<file path="src/rtl/dfr_pkg.sv">
package dfr_pkg;
  localparam int REG_W    = 8;
  localparam int SEL_W    = 2;
  localparam int FLAG_BIT = 0;
  localparam int EN_BIT   = 1;
  localparam int SEL_LSB  = 2;

  typedef enum logic [1:0] {
    FLG_HOLD = 2'd0,
    FLG_SET  = 2'd1,
    FLG_CPU  = 2'd2,
    FLG_CLR  = 2'd3
  } flag_src_t;
endpackage

</file>
<file path="src/rtl/dfr_cpu_copy.sv">
module dfr_cpu_copy #(
  parameter int SEL_W = 2
) (
  input  logic             clk,
  input  logic             rst_n,
  input  logic             we,
  input  logic [SEL_W-1:0] wsel,
  input  logic             wen,
  output logic [SEL_W-1:0] sel_q,
  output logic             en_q
);
  always_ff @(posedge clk or negedge rst_n) begin
    if (!rst_n) begin
      sel_q <= '0;
      en_q  <= 1'b0;
    end else if (we) begin
      sel_q <= wsel;
      en_q  <= wen;
    end
  end
endmodule

</file>
<file path="src/rtl/dfr_jtag_copy.sv">
module dfr_jtag_copy #(
  parameter int SEL_W = 2
) (
  input  logic             clk,
  input  logic             rst_n,
  input  logic             load,
  input  logic [SEL_W-1:0] lsel,
  input  logic             len,
  input  logic             wipe_sel,
  input  logic             drop_en,
  output logic [SEL_W-1:0] sel_q,
  output logic             en_q
);
  for (genvar b = 0; b < SEL_W; b++) begin : g_sel
    always_ff @(posedge clk or negedge rst_n) begin
      if (!rst_n)       sel_q[b] <= 1'b0;
      else if (wipe_sel) sel_q[b] <= 1'b0;
      else if (load)    sel_q[b] <= lsel[b];
    end
  end

  always_ff @(posedge clk or negedge rst_n) begin
    if (!rst_n)       en_q <= 1'b0;
    else if (drop_en) en_q <= 1'b0;
    else if (load)    en_q <= len;
  end
endmodule

</file>
<file path="src/rtl/dfr_xfer_flag.sv">
module dfr_xfer_flag
  import dfr_pkg::*;
(
  input  logic clk,
  input  logic rst_n,
  input  logic set_i,
  input  logic clr_i,
  input  logic we,
  input  logic wbit,
  output logic q
);
  flag_src_t src;

  always_comb begin
    if (set_i)      src = FLG_SET;
    else if (we)    src = FLG_CPU;
    else if (clr_i) src = FLG_CLR;
    else            src = FLG_HOLD;
  end

  always_ff @(posedge clk or negedge rst_n) begin
    if (!rst_n) q <= 1'b0;
    else begin
      unique case (src)
        FLG_SET:  q <= 1'b1;
        FLG_CPU:  q <= wbit;
        FLG_CLR:  q <= 1'b0;
        default:  q <= q;
      endcase
    end
  end
endmodule

</file>
<file path="src/rtl/dfr_boot_latch.sv">
module dfr_boot_latch (
  input  logic clk,
  input  logic rst_n,
  input  logic sample,
  input  logic en_i,
  output logic boot_q
);
  always_ff @(posedge clk or negedge rst_n) begin
    if (!rst_n)      boot_q <= 1'b0;
    else if (sample) boot_q <= en_i;
  end
endmodule

</file>
<file path="src/rtl/dbg_flag_reg.sv">
module dbg_flag_reg
  import dfr_pkg::*;
#(
  parameter int W_REG = dfr_pkg::REG_W,
  parameter int W_SEL = dfr_pkg::SEL_W
) (
  input  logic             clk,
  input  logic             por_n,
  input  logic             tlr_n,
  input  logic             sys_rst_n,
  input  logic             cpu_we,
  input  logic [W_REG-1:0] cpu_wdata,
  output logic [W_REG-1:0] cpu_rdata,
  input  logic             jtag_ld,
  input  logic [W_SEL-1:0] jtag_sel,
  input  logic             jtag_en,
  input  logic             xfer_end,
  input  logic             eng_clr,
  input  logic             rom_done,
  output logic             boot_isp
);
  localparam int SEL_MSB = SEL_LSB + W_SEL - 1;
  localparam int USED_W  = SEL_MSB + 1;

  logic             rst_n;
  logic [W_SEL-1:0] cpu_sel_q, jtag_sel_q;
  logic             cpu_en_q, jtag_en_q, flag_q, merged_en;
  logic             unused_hi;

  assign rst_n     = por_n & tlr_n;
  assign unused_hi = ^cpu_wdata[W_REG-1:USED_W];

  dfr_cpu_copy #(.SEL_W(W_SEL)) u_cpu (
    .clk(clk), .rst_n(rst_n), .we(cpu_we),
    .wsel(cpu_wdata[SEL_MSB:SEL_LSB]), .wen(cpu_wdata[EN_BIT]),
    .sel_q(cpu_sel_q), .en_q(cpu_en_q)
  );

  dfr_jtag_copy #(.SEL_W(W_SEL)) u_jtag (
    .clk(clk), .rst_n(rst_n), .load(jtag_ld),
    .lsel(jtag_sel), .len(jtag_en),
    .wipe_sel(cpu_we), .drop_en(rom_done),
    .sel_q(jtag_sel_q), .en_q(jtag_en_q)
  );

  dfr_xfer_flag u_flag (
    .clk(clk), .rst_n(rst_n), .set_i(xfer_end), .clr_i(eng_clr),
    .we(cpu_we), .wbit(cpu_wdata[FLAG_BIT]), .q(flag_q)
  );

  assign merged_en = cpu_en_q | jtag_en_q;

  dfr_boot_latch u_boot (
    .clk(clk), .rst_n(rst_n), .sample(!sys_rst_n),
    .en_i(merged_en), .boot_q(boot_isp)
  );

  always_comb begin
    cpu_rdata                  = '0;
    cpu_rdata[SEL_MSB:SEL_LSB] = cpu_sel_q | jtag_sel_q;
    cpu_rdata[EN_BIT]          = merged_en;
    cpu_rdata[FLAG_BIT]        = flag_q;
  end
endmodule

</file>
<file path="config.mk">
export PLATFORM = sky130hd
export DESIGN_NAME = dbg_flag_reg
export DESIGN_NICKNAME = d
export VERILOG_FILES = /design/src/rtl/dfr_pkg.sv /design/src/rtl/dfr_cpu_copy.sv /design/src/rtl/dfr_jtag_copy.sv /design/src/rtl/dfr_xfer_flag.sv /design/src/rtl/dfr_boot_latch.sv /design/src/rtl/dbg_flag_reg.sv
export SDC_FILE = /design/constraint.sdc
export NUM_CORES = 1
export LEC_CHECK = 0
export CELL_PAD_IN_SITES_DETAIL_PLACEMENT = 0
export CELL_PAD_IN_SITES_GLOBAL_PLACEMENT = 1
export CORE_AREA = 5 5 42 44
export CTS_CLUSTER_SIZE = 12
export DETAILED_ROUTE_END_ITERATION = 8
export DIE_AREA = 0 0 47 49
export DONT_BUFFER_PORTS = 1
export PLACE_DENSITY = 0.64
export SETUP_SLACK_MARGIN = 0.15
export SKIP_CTS_REPAIR_TIMING = 1
export SLEW_MARGIN = 15
export SYNTH_ARGS = -nofsm -noshare
export SYNTH_HDL_FRONTEND = slang
export SYNTH_SLANG_ARGS = --single-unit
</file>
<file path="constraint.sdc">
create_clock -name clk -period 1.2 [get_ports clk]
set_clock_uncertainty 0.05 [all_clocks]
set_input_delay 0.18 -clock clk [delete_from_list [all_inputs] [get_ports clk]]
set_output_delay 0.18 -clock clk [all_outputs]
set_load 0.005 [all_outputs]
</file>
==> results of run 1 <==
[synth_stat cells (all sizes together)]
master,n
or2,3
o21ai,1
a21oi,1
buf,7
nand2b,1
dfrtp,8
conb,1
mux2i,3
mux2,4
nor2,3
and2,1
[layer usage]
| layer | GRT usage | wire, µm |
|---|---|---|
| met3 | 0.0480 | 101 |
| met4 | 0.0691 | 10 |
| met5 | 0 | 0 |
| met1 | 0.0748 | 282 |
| met2 | 0.106 | 382 |
[final cells by class]
cell class / count / share of cell area
Clock buffer: 3 / 0.0492
Multi-Input combinational cell: 21 / 0.322
Sequential cell: 8 / 0.437
Tap cell: 16 / 0.0437
Timing Repair Buffer: 7 / 0.148
[worst max-delay path by stage]
| stage | cells after the start | slack [ns] | start | to |
|---|---|---|---|---|
| 2_1_floorplan | 2 | 0.20 | u_jtag.en_q$_DFFE_PN0P_ | u_boot.boot_q$_DFFE_PN0N_ |
| 3_3_place_gp | 2 | 0.16 | u_jtag.en_q$_DFFE_PN0P_ | u_boot.boot_q$_DFFE_PN0N_ |
| 4_1_cts | 1 | 0.02 | u_jtag.sel_q[1]$_DFFE_PN0P_ | cpu_rdata[3] |
| 3_5_place_dp | 2 | 0.14 | u_jtag.en_q$_DFFE_PN0P_ | u_boot.boot_q$_DFFE_PN0N_ |
| 6_report | 1 | 0.1 | u_jtag.sel_q[1]$_DFFE_PN0P_ | cpu_rdata[3] |
| 5_1_grt | 1 | 0.05 | u_jtag.sel_q[0]$_DFFE_PN0P_ | cpu_rdata[2] |
[power breakdown]
| part | switching, mW | internal (mW) |
|---|---|---|
| registers | 0.0134 | 0.294 |
| logic | 0.0282 | 0.0463 |
| clock network | 0.0882 | 0.114 |
| total | 0.130 | 0.454 |
[cell families (layout without fill, tap and decap cells)]
| group | after synthesis | count (layout) | share of synthesized area |
|---|---|---|---|
| other | 1 | 4 | 0.00983 |
| and+or+nand+nor | 8 | 8 | 0.111 |
| buffers and inverters | 7 | 10 | 0.131 |
| AOI/OAI and AO/OA | 2 | 2 | 0.0262 |
| DFF | 8 | 8 | 0.525 |
| muxes | 7 | 7 | 0.197 |
[metrics by stage]
step	cell area, µm²	setup WS [ns]	hold slack (ns)	power (mW)	utilization
after floorplan	393	0.203	0.0244	0.373	-
after global placement	363	0.155	0.0574	0.360	0.259
after detailed placement	363	0.140	0.0764	0.365	0.259
after CTS	385	0.0170	-0.198	0.575	0.275
after global routing	458	0.0541	0.00177	0.622	0.327
final	458	0.0951	-0.000966	0.584	0.327
[state kept, by name (all words and copies together), names as in the netlist]
name / flops
u_jtag.sel_q: 2
u_cpu.en_q: 1
u_cpu.sel_q: 2
u_boot.boot_q: 1
u_jtag.en_q: 1
u_flag.q: 1
==> flow_metrics.py, run 1 <==
metrics = {
    "cts": {
        "numClockSinks": 8,
        "ctsRootBufferMaster": "sky130_fd_sc_hd__clkbuf_4",
        "cts.path.max_buffers": 2,
        "htreeDepth": 1,
        "clk-insertion-delay-late_ns": 0.25,
        "tritoncts.num_buffers": 3,
        "cts_tree": "yes",
        "clk_pin_slew_worst_paths_ns": 0.05,
    },
    "final_layout": {
        "syn2layout_area_growth_pct": 20.0,
        "final_cell_count_no_fill": 55,
        "multiInputGateArea_um2": 148,
        "filler_cell_count": 156,
        "most_frequent_cells_in_the_layout": "sky130_fd_sc_hd__dfrtp_1, sky130_fd_sc_hd__dlygate4sd3_1, sky130_fd_sc_hd__conb_1",
        "final_net_count": 61,
        "layout-drive-gt1-share": 0.179,
        "area.sequential_um2": 200,
        "layout_commonest_cell": "sky130_fd_sc_hd__dfrtp_1",
        "antennaDiodeCount": 0,
    },
    "sta": {
        "finalSetupTns_ns": 0,
        "final.period_utilization": 0.921,
        "finalHoldViolCount": 1,
        "fmax_ghz": 0.905,
        "grt_setup_unrepaired": "yes",
        "period_needed_ns": 1.10,
        "maxSlewViolCount": 0,
        "setup-violations-final": 0,
        "hold_slack_ns": -0.000966,
    },
    "critical_path": {
        "critical_path.endpoint_type": "output port",
        "arrival_ns": 0.87,
        "timing.critical_path.required_ns": 0.97,
        "timing.critical_path.max_delay_family": "flip-flops",
        "critPathKind": "reg -> out",
        "worstSetupStartpointType": "flop",
        "timing.reg2reg.setup_slack_ns": 0.14,
        "worst_path_max_delay_cell": "sky130_fd_sc_hd__dfrtp_1",
        "worst-r2r-cell-count": 2,
        "worst-path-max-fanout": 2,
        "r2r_end": "u_boot.boot_q$_DFFE_PN0N_",
        "launching_point_of_the_worst_reg2reg_path": "u_cpu.en_q$_DFFE_PN0P_",
        "timing.critical_path.cells": "or2_4",
        "critPathMaxStageDelay_ns": 0.38,
        "cp_num_buf_inv": 0,
    },
    "status": {
        "status": "complete, but fails checks",
        "violated_checks": "negative hold slack",
    },
    "placement": {
        "placed_cells_incl_taps": 45,
        "dp_hpwl_um": 619,
        "finalWeightedCongestion": 0.664,
        "count_of_buffers_inserted_at_the_top_level_ports": 0,
    },
    "floorplanning": {
        "design.portCount": 29,
        "die_h_um": 49,
        "initial_utilization": 0.272,
        "die_area_um2": 2300,
        "design.core.area_um2": 1400,
        "core.rowCount": 14,
        "floorplan.die.width_um": 47,
    },
    "detailed_routing": {
        "final_antenna_net_count": 0,
        "post_drt_wl_per_cell_um": 14.1,
        "drcViolationCount": 0,
        "drt_wl_total_um": 777,
        "route.detailed.vias_per_inst": 4.27,
        "detail_route.iter0.violations": 0,
        "vias": 235,
        "first_pass_iters": 1,
    },
    "yosys": {
        "post-synth-top-area-fraction": 0.525,
        "yosys.cell_types.count": 14,
        "synthTopCellsByArea": "sky130_fd_sc_hd__dfrtp_1, sky130_fd_sc_hd__buf_4, sky130_fd_sc_hd__mux2_1",
        "syn-instance-count": 33,
        "synth_area_um2": 382,
        "flops_latches_synth": 8,
        "synth-seq-area-share": 0.525,
        "avgSynthCellArea_um2": 11.6,
        "yosys_warnings": 0,
        "synth_top_cell_by_area": "sky130_fd_sc_hd__dfrtp_1",
    },
    "grt": {
        "grt_start_max_net_pins": 9,
        "first_global_vias": 279,
        "global_route.overflow_total": 0,
        "global_route.usage.total": 0.0768,
        "wire_length_of_the_first_global_routing_pass_um": 1190,
        "grt_antenna_before_repair": 0,
    },
    "hold_path": {
        "min_from": "xfer_end",
        "min-delay-path-class": "in -> reg",
        "min_to": "u_flag.q$_DFFE_PN0P_",
        "hold_depth": 2,
    },
    "pwr": {
        "power_leakage_nw": 0.215,
        "power-per-cell-area_nw_per_um2": 1280,
        "peakVddDrop_v": 0.000349,
    },
    "flow_run": {
        "max-cap-violations": 0,
    },
}
Note: power is estimated with default switching activity, not from simulation.
==> inputs of run 2 (changes only) <==
--- a/config.mk
+++ b/config.mk
@@ -7,15 +7,16 @@
 export LEC_CHECK = 0
 export CELL_PAD_IN_SITES_DETAIL_PLACEMENT = 0
 export CELL_PAD_IN_SITES_GLOBAL_PLACEMENT = 1
-export CORE_AREA = 5 5 42 44
+export CORE_AREA = 2 2 39 41
 export CTS_CLUSTER_SIZE = 12
 export DETAILED_ROUTE_END_ITERATION = 8
-export DIE_AREA = 0 0 47 49
+export DIE_AREA = 0 0 41 43
 export DONT_BUFFER_PORTS = 1
-export PLACE_DENSITY = 0.64
+export PLACE_DENSITY = 0.63
 export SETUP_SLACK_MARGIN = 0.15
 export SKIP_CTS_REPAIR_TIMING = 1
 export SLEW_MARGIN = 15
 export SYNTH_ARGS = -nofsm -noshare
 export SYNTH_HDL_FRONTEND = slang
+export SYNTH_HIERARCHICAL = 1
 export SYNTH_SLANG_ARGS = --single-unit
==> constraint.sdc (replaced) <==
create_clock -name clk -period 1.2 [get_ports clk]
set_clock_uncertainty 0.05 [all_clocks]
set_input_delay 0 -clock clk [delete_from_list [all_inputs] [get_ports clk]]
set_output_delay 0 -clock clk [all_outputs]
set_load 0.005 [all_outputs]
==> run 2 against run 1 <==
- total power rose by 2.4%
- the flow still finishes with violations (negative hold slack)
- routed wire length is 13% lower
- critical path depth grew 1
- largest cell class unchanged
- hold slack got worse by 0.061 ns
- largest power group unchanged
==> flow_metrics.py, run 2 <==
metrics = {
    "detailed_routing": {
        "vias": 260,
        "post_drt_wl_per_cell_um": 10.9,
        "wl_met3_um": 77,
        "top_layer_used": "met3",
        "dr_wl_met2_um": 310,
        "drcViolationCount": 0,
        "drt_wl_total_um": 677,
        "detail_route.iter0.violations": 0,
        "final_antenna_net_count": 0,
        "first_pass_iters": 1,
        "route.layer.met1.wl_um": 289,
        "route.detailed.vias_per_inst": 4.19,
    },
    "placement": {
        "finalWeightedCongestion": 0.678,
        "count_of_buffers_inserted_at_the_top_level_ports": 0,
        "placed_cells_incl_taps": 45,
        "dp_hpwl_um": 518,
        "postPlaceCellArea_um2": 368,
    },
    "grt": {
        "grt_antenna_before_repair": 0,
        "global_route.overflow_total": 0,
        "wire_length_of_the_first_global_routing_pass_um": 917,
        "global_route.usage.total": 0.0843,
        "first_global_vias": 240,
        "grt_start_max_net_pins": 9,
    },
    "sta": {
        "grt_setup_unrepaired": "yes",
        "finalSetupTns_ns": 0,
        "finalHoldViolCount": 1,
        "fmax_ghz": 0.945,
        "final.period_utilization": 0.882,
        "maxSlewViolCount": 0,
        "hold_slack_ns": -0.0624,
        "period_needed_ns": 1.06,
        "setup-violations-final": 0,
    },
    "floorplanning": {
        "core.rowCount": 14,
        "die_area_um2": 1760,
        "design.portCount": 29,
        "floorplan.die.width_um": 41,
        "die_h_um": 43,
        "design.core.area_um2": 1380,
        "initial_utilization": 0.276,
    },
    "critical_path": {
        "arrival_ns": 1.14,
        "worstSetupStartpointType": "flop",
        "critical_path.endpoint_type": "flop",
        "critPathKind": "reg -> reg",
        "timing.critical_path.required_ns": 1.28,
        "worst-path-max-fanout": 2,
    },
    "yosys": {
        "synth_top_cell_by_area": "sky130_fd_sc_hd__dfrtp_1",
        "ys_dominant_reg_cell": "sky130_fd_sc_hd__dfrtp_1",
        "count_of_flip_flops_with_a_built_in_enable_after_synthesis": 0,
        "yosys_warnings": 6,
        "post-synth-top-area-fraction": 0.525,
        "avgSynthCellArea_um2": 11.9,
        "synth_area_um2": 382,
        "yosys.cell_types.count": 11,
        "synth-async-reset-ratio": 1.00,
        "synthTopCellsByArea": "sky130_fd_sc_hd__dfrtp_1, sky130_fd_sc_hd__buf_4, sky130_fd_sc_hd__mux2_2",
        "synth-seq-area-share": 0.525,
        "syn-instance-count": 32,
        "flops_latches_synth": 8,
        "synthTopCellsByCount": "sky130_fd_sc_hd__dfrtp_1, sky130_fd_sc_hd__buf_4, sky130_fd_sc_hd__nor2_1",
        "synth_most_common_cell": "sky130_fd_sc_hd__dfrtp_1",
    },
    "final_layout": {
        "final_cell_count_no_fill": 62,
        "syn2layout_area_growth_pct": 39.0,
        "antennaDiodeCount": 0,
        "layout-drive-gt1-share": 0.152,
        "final_core_utilization": 0.383,
        "largest_registers": "u_cpu/sel_q (2), u_jtag/sel_q (2)",
        "most_frequent_cells_in_the_layout": "sky130_fd_sc_hd__dlygate4sd3_1, sky130_fd_sc_hd__dfrtp_1, sky130_fd_sc_hd__conb_1, sky130_fd_sc_hd__nor2_1",
        "post-route-cell-area_um2": 531,
        "layout_commonest_cell": "sky130_fd_sc_hd__dlygate4sd3_1",
        "final_net_count": 68,
    },
    "status": {
        "status": "complete, but fails checks",
        "violated_checks": "negative hold slack",
    },
    "cts": {
        "cts.path.max_buffers": 2,
        "clk_pin_slew_worst_paths_ns": 0.05,
        "ctsRootBufferMaster": "sky130_fd_sc_hd__clkbuf_4",
        "numClockSinks": 8,
        "clk-insertion-delay-late_ns": 0.24,
        "htreeDepth": 1,
        "cts_tree": "yes",
        "tritoncts.num_buffers": 3,
    },
    "pwr": {
        "power_leakage_nw": 0.250,
        "pwr-share-seq": 0.513,
        "net-switching-power_mw": 0.129,
        "peakVddDrop_v": 0.000481,
        "clockPowerShare": 0.327,
        "power.share.switching": 0.216,
        "power-per-cell-area_nw_per_um2": 1130,
        "pwr-share-comb": 0.160,
        "power_report.internal_total_mw": 0.469,
    },
    "hold_path": {
        "min-delay-path-class": "in -> reg",
    },
    "flow_run": {
        "max-cap-violations": 0,
    },
}
## run 2: cell types whose count changed after synthesis, sizes merged
cell	previous run	this run
a221o	0	1
a21oi	1	0
inv	0	1
o21ai	1	0
buf	7	6
nor2	3	4
nand2b	1	0
## run 2: path summary, 6_finish.rpt
path                       cells after the start  slack, ns                       start                           to
min                                            2      -0.06                   sys_rst_n    u_boot/boot_q$_DFFE_PN0P_
max reg2reg                                    2       0.14     u_jtag/en_q$_DFFE_PN0P_    u_boot/boot_q$_DFFE_PN0P_
max                                            2       0.14     u_jtag/en_q$_DFFE_PN0P_    u_boot/boot_q$_DFFE_PN0P_
max in group asynchronous                      2       0.69                       por_n       u_cpu/en_q$_DFFE_PN0P_
min in group asynchronous                      2       0.15                       tlr_n  u_jtag/sel_q[0]$_DFFE_PN0P_
min reg2reg                                    1       0.45  u_cpu/sel_q[1]$_DFFE_PN0P_   u_cpu/sel_q[1]$_DFFE_PN0P_
## run 2: cell type report
type	instances	area [µm²]
Tap cell	16	20.0
Timing Repair Buffer	14	140
Inverter	1	3.75
Multi-Input combinational cell	20	144
Sequential cell	8	200
Clock buffer	3	22.5
Fill cell	145	853
## run 2: kinds of logic (layout without fill, tap and decap cells)
group | count (synthesis) | count (layout) | synth area share
AO/OA/AOI/OAI | 1 | 1 | 0.0262
buffers and inverters | 7 | 18 | 0.128
flip-flops | 8 | 8 | 0.525
multiplexers | 7 | 7 | 0.207
AND/OR/NAND/NOR | 8 | 8 | 0.105
other | 1 | 4 | 0.00983
## run 2: stage by stage
| step | power, mW | worst slack (ns) |
|---|---|---|
| after floorplan | 0.375 | 0.202 |
| after global placement | 0.366 | 0.153 |
| after detailed placement | 0.367 | 0.147 |
| after CTS | 0.571 | 0.136 |
| after global routing | 0.633 | 0.112 |
| final | 0.598 | 0.142 |
## run 2: power groups by stage
| stage | combinational, mW | clock, mW | sequential [mW] |
|---|---|---|---|
| 5_1_grt | 0.106 | 0.217 | 0.310 |
| 4_1_cts | 0.0561 | 0.208 | 0.307 |
| 3_5_place_dp | 0.0558 | 0 | 0.312 |
| 6_report | 0.0960 | 0.196 | 0.307 |
| 3_3_place_gp | 0.0547 | 0 | 0.311 |
| 2_1_floorplan | 0.0677 | 0 | 0.307 |
## run 2: critical path, stage by stage, from the launching register on
cell and delay [ns]:
sky130_fd_sc_hd__dfrtp_1 0.37, sky130_fd_sc_hd__or2_1 0.26, sky130_fd_sc_hd__mux2_4 0.26
## run 2: routing by layer
| layer | vias up | global-route usage |
|---|---|---|
| li1 | 126 | - |
| met1 | 117 | 0.0833 |
| met2 | 17 | 0.109 |
| met3 | 0 | 0.0890 |
| met4 | 0 | 0.0400 |
| met5 | - | 0 |
==> inputs of run 3 (changes only) <==
--- a/config.mk
+++ b/config.mk
@@ -7,12 +7,12 @@
 export LEC_CHECK = 0
 export CELL_PAD_IN_SITES_DETAIL_PLACEMENT = 0
 export CELL_PAD_IN_SITES_GLOBAL_PLACEMENT = 1
-export CORE_AREA = 2 2 39 41
+export CORE_AREA = 5 5 42 44
 export CTS_CLUSTER_SIZE = 12
 export DETAILED_ROUTE_END_ITERATION = 8
-export DIE_AREA = 0 0 41 43
+export DIE_AREA = 0 0 47 49
 export DONT_BUFFER_PORTS = 1
-export PLACE_DENSITY = 0.63
+export PLACE_DENSITY = 0.51
 export SETUP_SLACK_MARGIN = 0.15
 export SKIP_CTS_REPAIR_TIMING = 1
 export SLEW_MARGIN = 15
==> constraint.sdc (replaced) <==
create_clock -name clk -period 1.2 [get_ports clk]
set_clock_uncertainty 0.05 [all_clocks]
set_input_delay 0.18 -clock clk [delete_from_list [all_inputs] [get_ports clk]]
set_output_delay 0.18 -clock clk [all_outputs]
set_load 0.005 [all_outputs]
==> run 3 against run 2 <==
- total power fell by 2.4%
- critical path type is now reg -> out
- the run now ends clean
- first-iteration DRC count rose by 2
- fmax fell by 4.7%
- register-to-register slack barely moved
- highest routed layer unchanged
- worst setup slack got worse by 0.052 ns
- non-clock buffer count fell by 9
- critical endpoint is now cpu_rdata[1]
- core utilization fell by 6.7 points
==> flow_metrics.py, run 3 (synthesis results as in run 2) <==
metrics = {
    "status": {
        "status": "completed",
    },
    "critical_path": {
        "worstSetupStartpointType": "flop",
        "cp_num_buf_inv": 0,
        "critPathMaxStageDelay_ns": 0.37,
        "launching_point_of_the_worst_reg2reg_path": "u_jtag/en_q$_DFFE_PN0P_",
        "timing.critical_path.max_delay_family": "flip-flops",
        "worst-r2r-cell-count": 2,
        "worst_path_max_delay_cell": "sky130_fd_sc_hd__dfrtp_1",
        "critPathKind": "reg -> out",
        "arrival_ns": 0.88,
        "timing.critical_path.cells": "or2_4",
        "critical_path.endpoint_type": "output port",
        "instance_count_on_the_critical_path": 1,
        "timing.critical_path.required_ns": 0.97,
        "worst-path-max-fanout": 2,
        "timing.reg2reg.setup_slack_ns": 0.15,
        "r2r_end": "u_boot/boot_q$_DFFE_PN0P_",
    },
    "grt": {
        "global_route.usage.total": 0.0719,
        "grt_start_max_net_pins": 9,
        "grt_antenna_before_repair": 0,
        "first_global_vias": 248,
        "global_route.overflow_total": 0,
        "wire_length_of_the_first_global_routing_pass_um": 1090,
    },
    "floorplanning": {
        "initial_utilization": 0.272,
        "core.rowCount": 14,
        "die_area_um2": 2300,
        "design.portCount": 29,
        "die_h_um": 49,
        "design.core.area_um2": 1400,
        "floorplan.die.width_um": 47,
    },
    "placement": {
        "postPlaceCellArea_um2": 368,
        "count_of_buffers_inserted_at_the_top_level_ports": 0,
        "placed_cells_incl_taps": 45,
        "finalWeightedCongestion": 0.626,
        "dp_hpwl_um": 625,
        "dpl_worst_slack_ns": 0.143,
    },
    "cts": {
        "tritoncts.num_buffers": 3,
        "clk_pin_slew_worst_paths_ns": 0.06,
        "cts.path.max_buffers": 2,
        "numClockSinks": 8,
        "htreeDepth": 1,
        "ctsRootBufferMaster": "sky130_fd_sc_hd__clkbuf_4",
        "cts_tree": "yes",
        "clk-insertion-delay-late_ns": 0.25,
    },
    "hold_path": {
        "hold_depth": 1,
        "min-delay-path-class": "in -> reg",
        "min_to": "u_flag/q$_DFFE_PN0P_",
        "min_from": "cpu_we",
    },
    "final_layout": {
        "multiInputGateArea_um2": 146,
        "layout-drive-gt1-share": 0.216,
        "layout_commonest_cell": "sky130_fd_sc_hd__dfrtp_1",
        "largest_registers": "u_cpu/sel_q (2), u_jtag/sel_q (2)",
        "area.sequential_um2": 200,
        "syn2layout_area_growth_pct": 16.1,
        "most_frequent_cells_in_the_layout": "sky130_fd_sc_hd__dfrtp_1, sky130_fd_sc_hd__dlygate4sd3_1, sky130_fd_sc_hd__conb_1, sky130_fd_sc_hd__nor2_1",
        "antennaDiodeCount": 0,
        "post-route-cell-area_um2": 443,
        "filler_cell_count": 153,
        "final_net_count": 59,
        "final_cell_count_no_fill": 53,
    },
    "sta": {
        "grt_setup_unrepaired": "yes",
        "finalSetupTns_ns": 0,
        "fmax_ghz": 0.901,
        "final.period_utilization": 0.925,
        "finalHoldViolCount": 0,
        "maxSlewViolCount": 0,
        "setup-violations-final": 0,
        "final.setup.worst_slack_ns": 0.0903,
        "period_needed_ns": 1.11,
    },
    "detailed_routing": {
        "detail_route.iter0.violations": 2,
        "first_pass_iters": 2,
        "route.detailed.vias_per_inst": 4.42,
        "final_antenna_net_count": 0,
        "vias": 234,
        "drt_wl_total_um": 766,
        "drcViolationCount": 0,
        "post_drt_wl_per_cell_um": 14.5,
    },
    "pwr": {
        "power-per-cell-area_nw_per_um2": 1320,
        "peakVddDrop_v": 0.000614,
        "power_leakage_nw": 0.213,
    },
    "flow_run": {
        "max-cap-violations": 0,
    },
}
==> run 3: cell types whose count changed in the layout (fill, tap and decap cells not counted) <==
| cell | delta |
|---|---|
| sky130_fd_sc_hd__dlygate4sd3_1 | -9 |
| sky130_fd_sc_hd__or2_1 | -1 |
| sky130_fd_sc_hd__or2_4 | +1 |
==> run 3: layer usage <==
| metal | wire (µm) | vias up | global-route usage | part of all wire |
|---|---|---|---|---|
| li1 | - | 105 | - | - |
| met1 | 275 | 110 | 0.0727 | 0.36 |
| met2 | 359 | 19 | 0.0928 | 0.47 |
| met3 | 131 | 0 | 0.0812 | 0.17 |
| met4 | 0 | 0 | 0.0276 | 0 |
| met5 | 0 | - | 0 | 0 |
==> run 3: layout make-up <==
type	count	share of cell area
repair buffers	5	0.113
well taps	16	0.0452
inverters	1	0.00847
flip-flops and latches	8	0.452
multi-input cells	20	0.331
clock buffers	3	0.0508
==> run 3: worst max-delay path by stage <==
stage | endpoint | startpoint | slack, ns
after CTS | cpu_rdata[3] | u_jtag/sel_q[1]$_DFFE_PN0P_ | 0.08
after global placement | u_boot/boot_q$_DFFE_PN0P_ | u_jtag/en_q$_DFFE_PN0P_ | 0.16
after global routing | cpu_rdata[3] | u_cpu/sel_q[1]$_DFFE_PN0P_ | 0.06
after floorplan | u_boot/boot_q$_DFFE_PN0P_ | u_jtag/en_q$_DFFE_PN0P_ | 0.20
after detailed placement | u_boot/boot_q$_DFFE_PN0P_ | u_jtag/en_q$_DFFE_PN0P_ | 0.14
final | cpu_rdata[1] | u_jtag/en_q$_DFFE_PN0P_ | 0.09
==> run 3: per-stage QoR <==
stage	utilization	hold WS (ns)	power, mW
2_1_floorplan	-	0.0244	0.375
3_3_place_gp	0.263	0.0671	0.367
3_5_place_dp	0.263	0.0722	0.371
4_1_cts	0.279	-0.205	0.583
5_1_grt	0.316	0.00274	0.625
6_report	0.316	0.0264	0.584
==> run 3: report_power, final <==
| part | switching, mW | internal, mW | leakage (nW) |
|---|---|---|---|
| logic | 0.0270 | 0.0451 | 0.0991 |
| clock network | 0.0892 | 0.114 | 0.0138 |
| registers | 0.0146 | 0.294 | 0.100 |
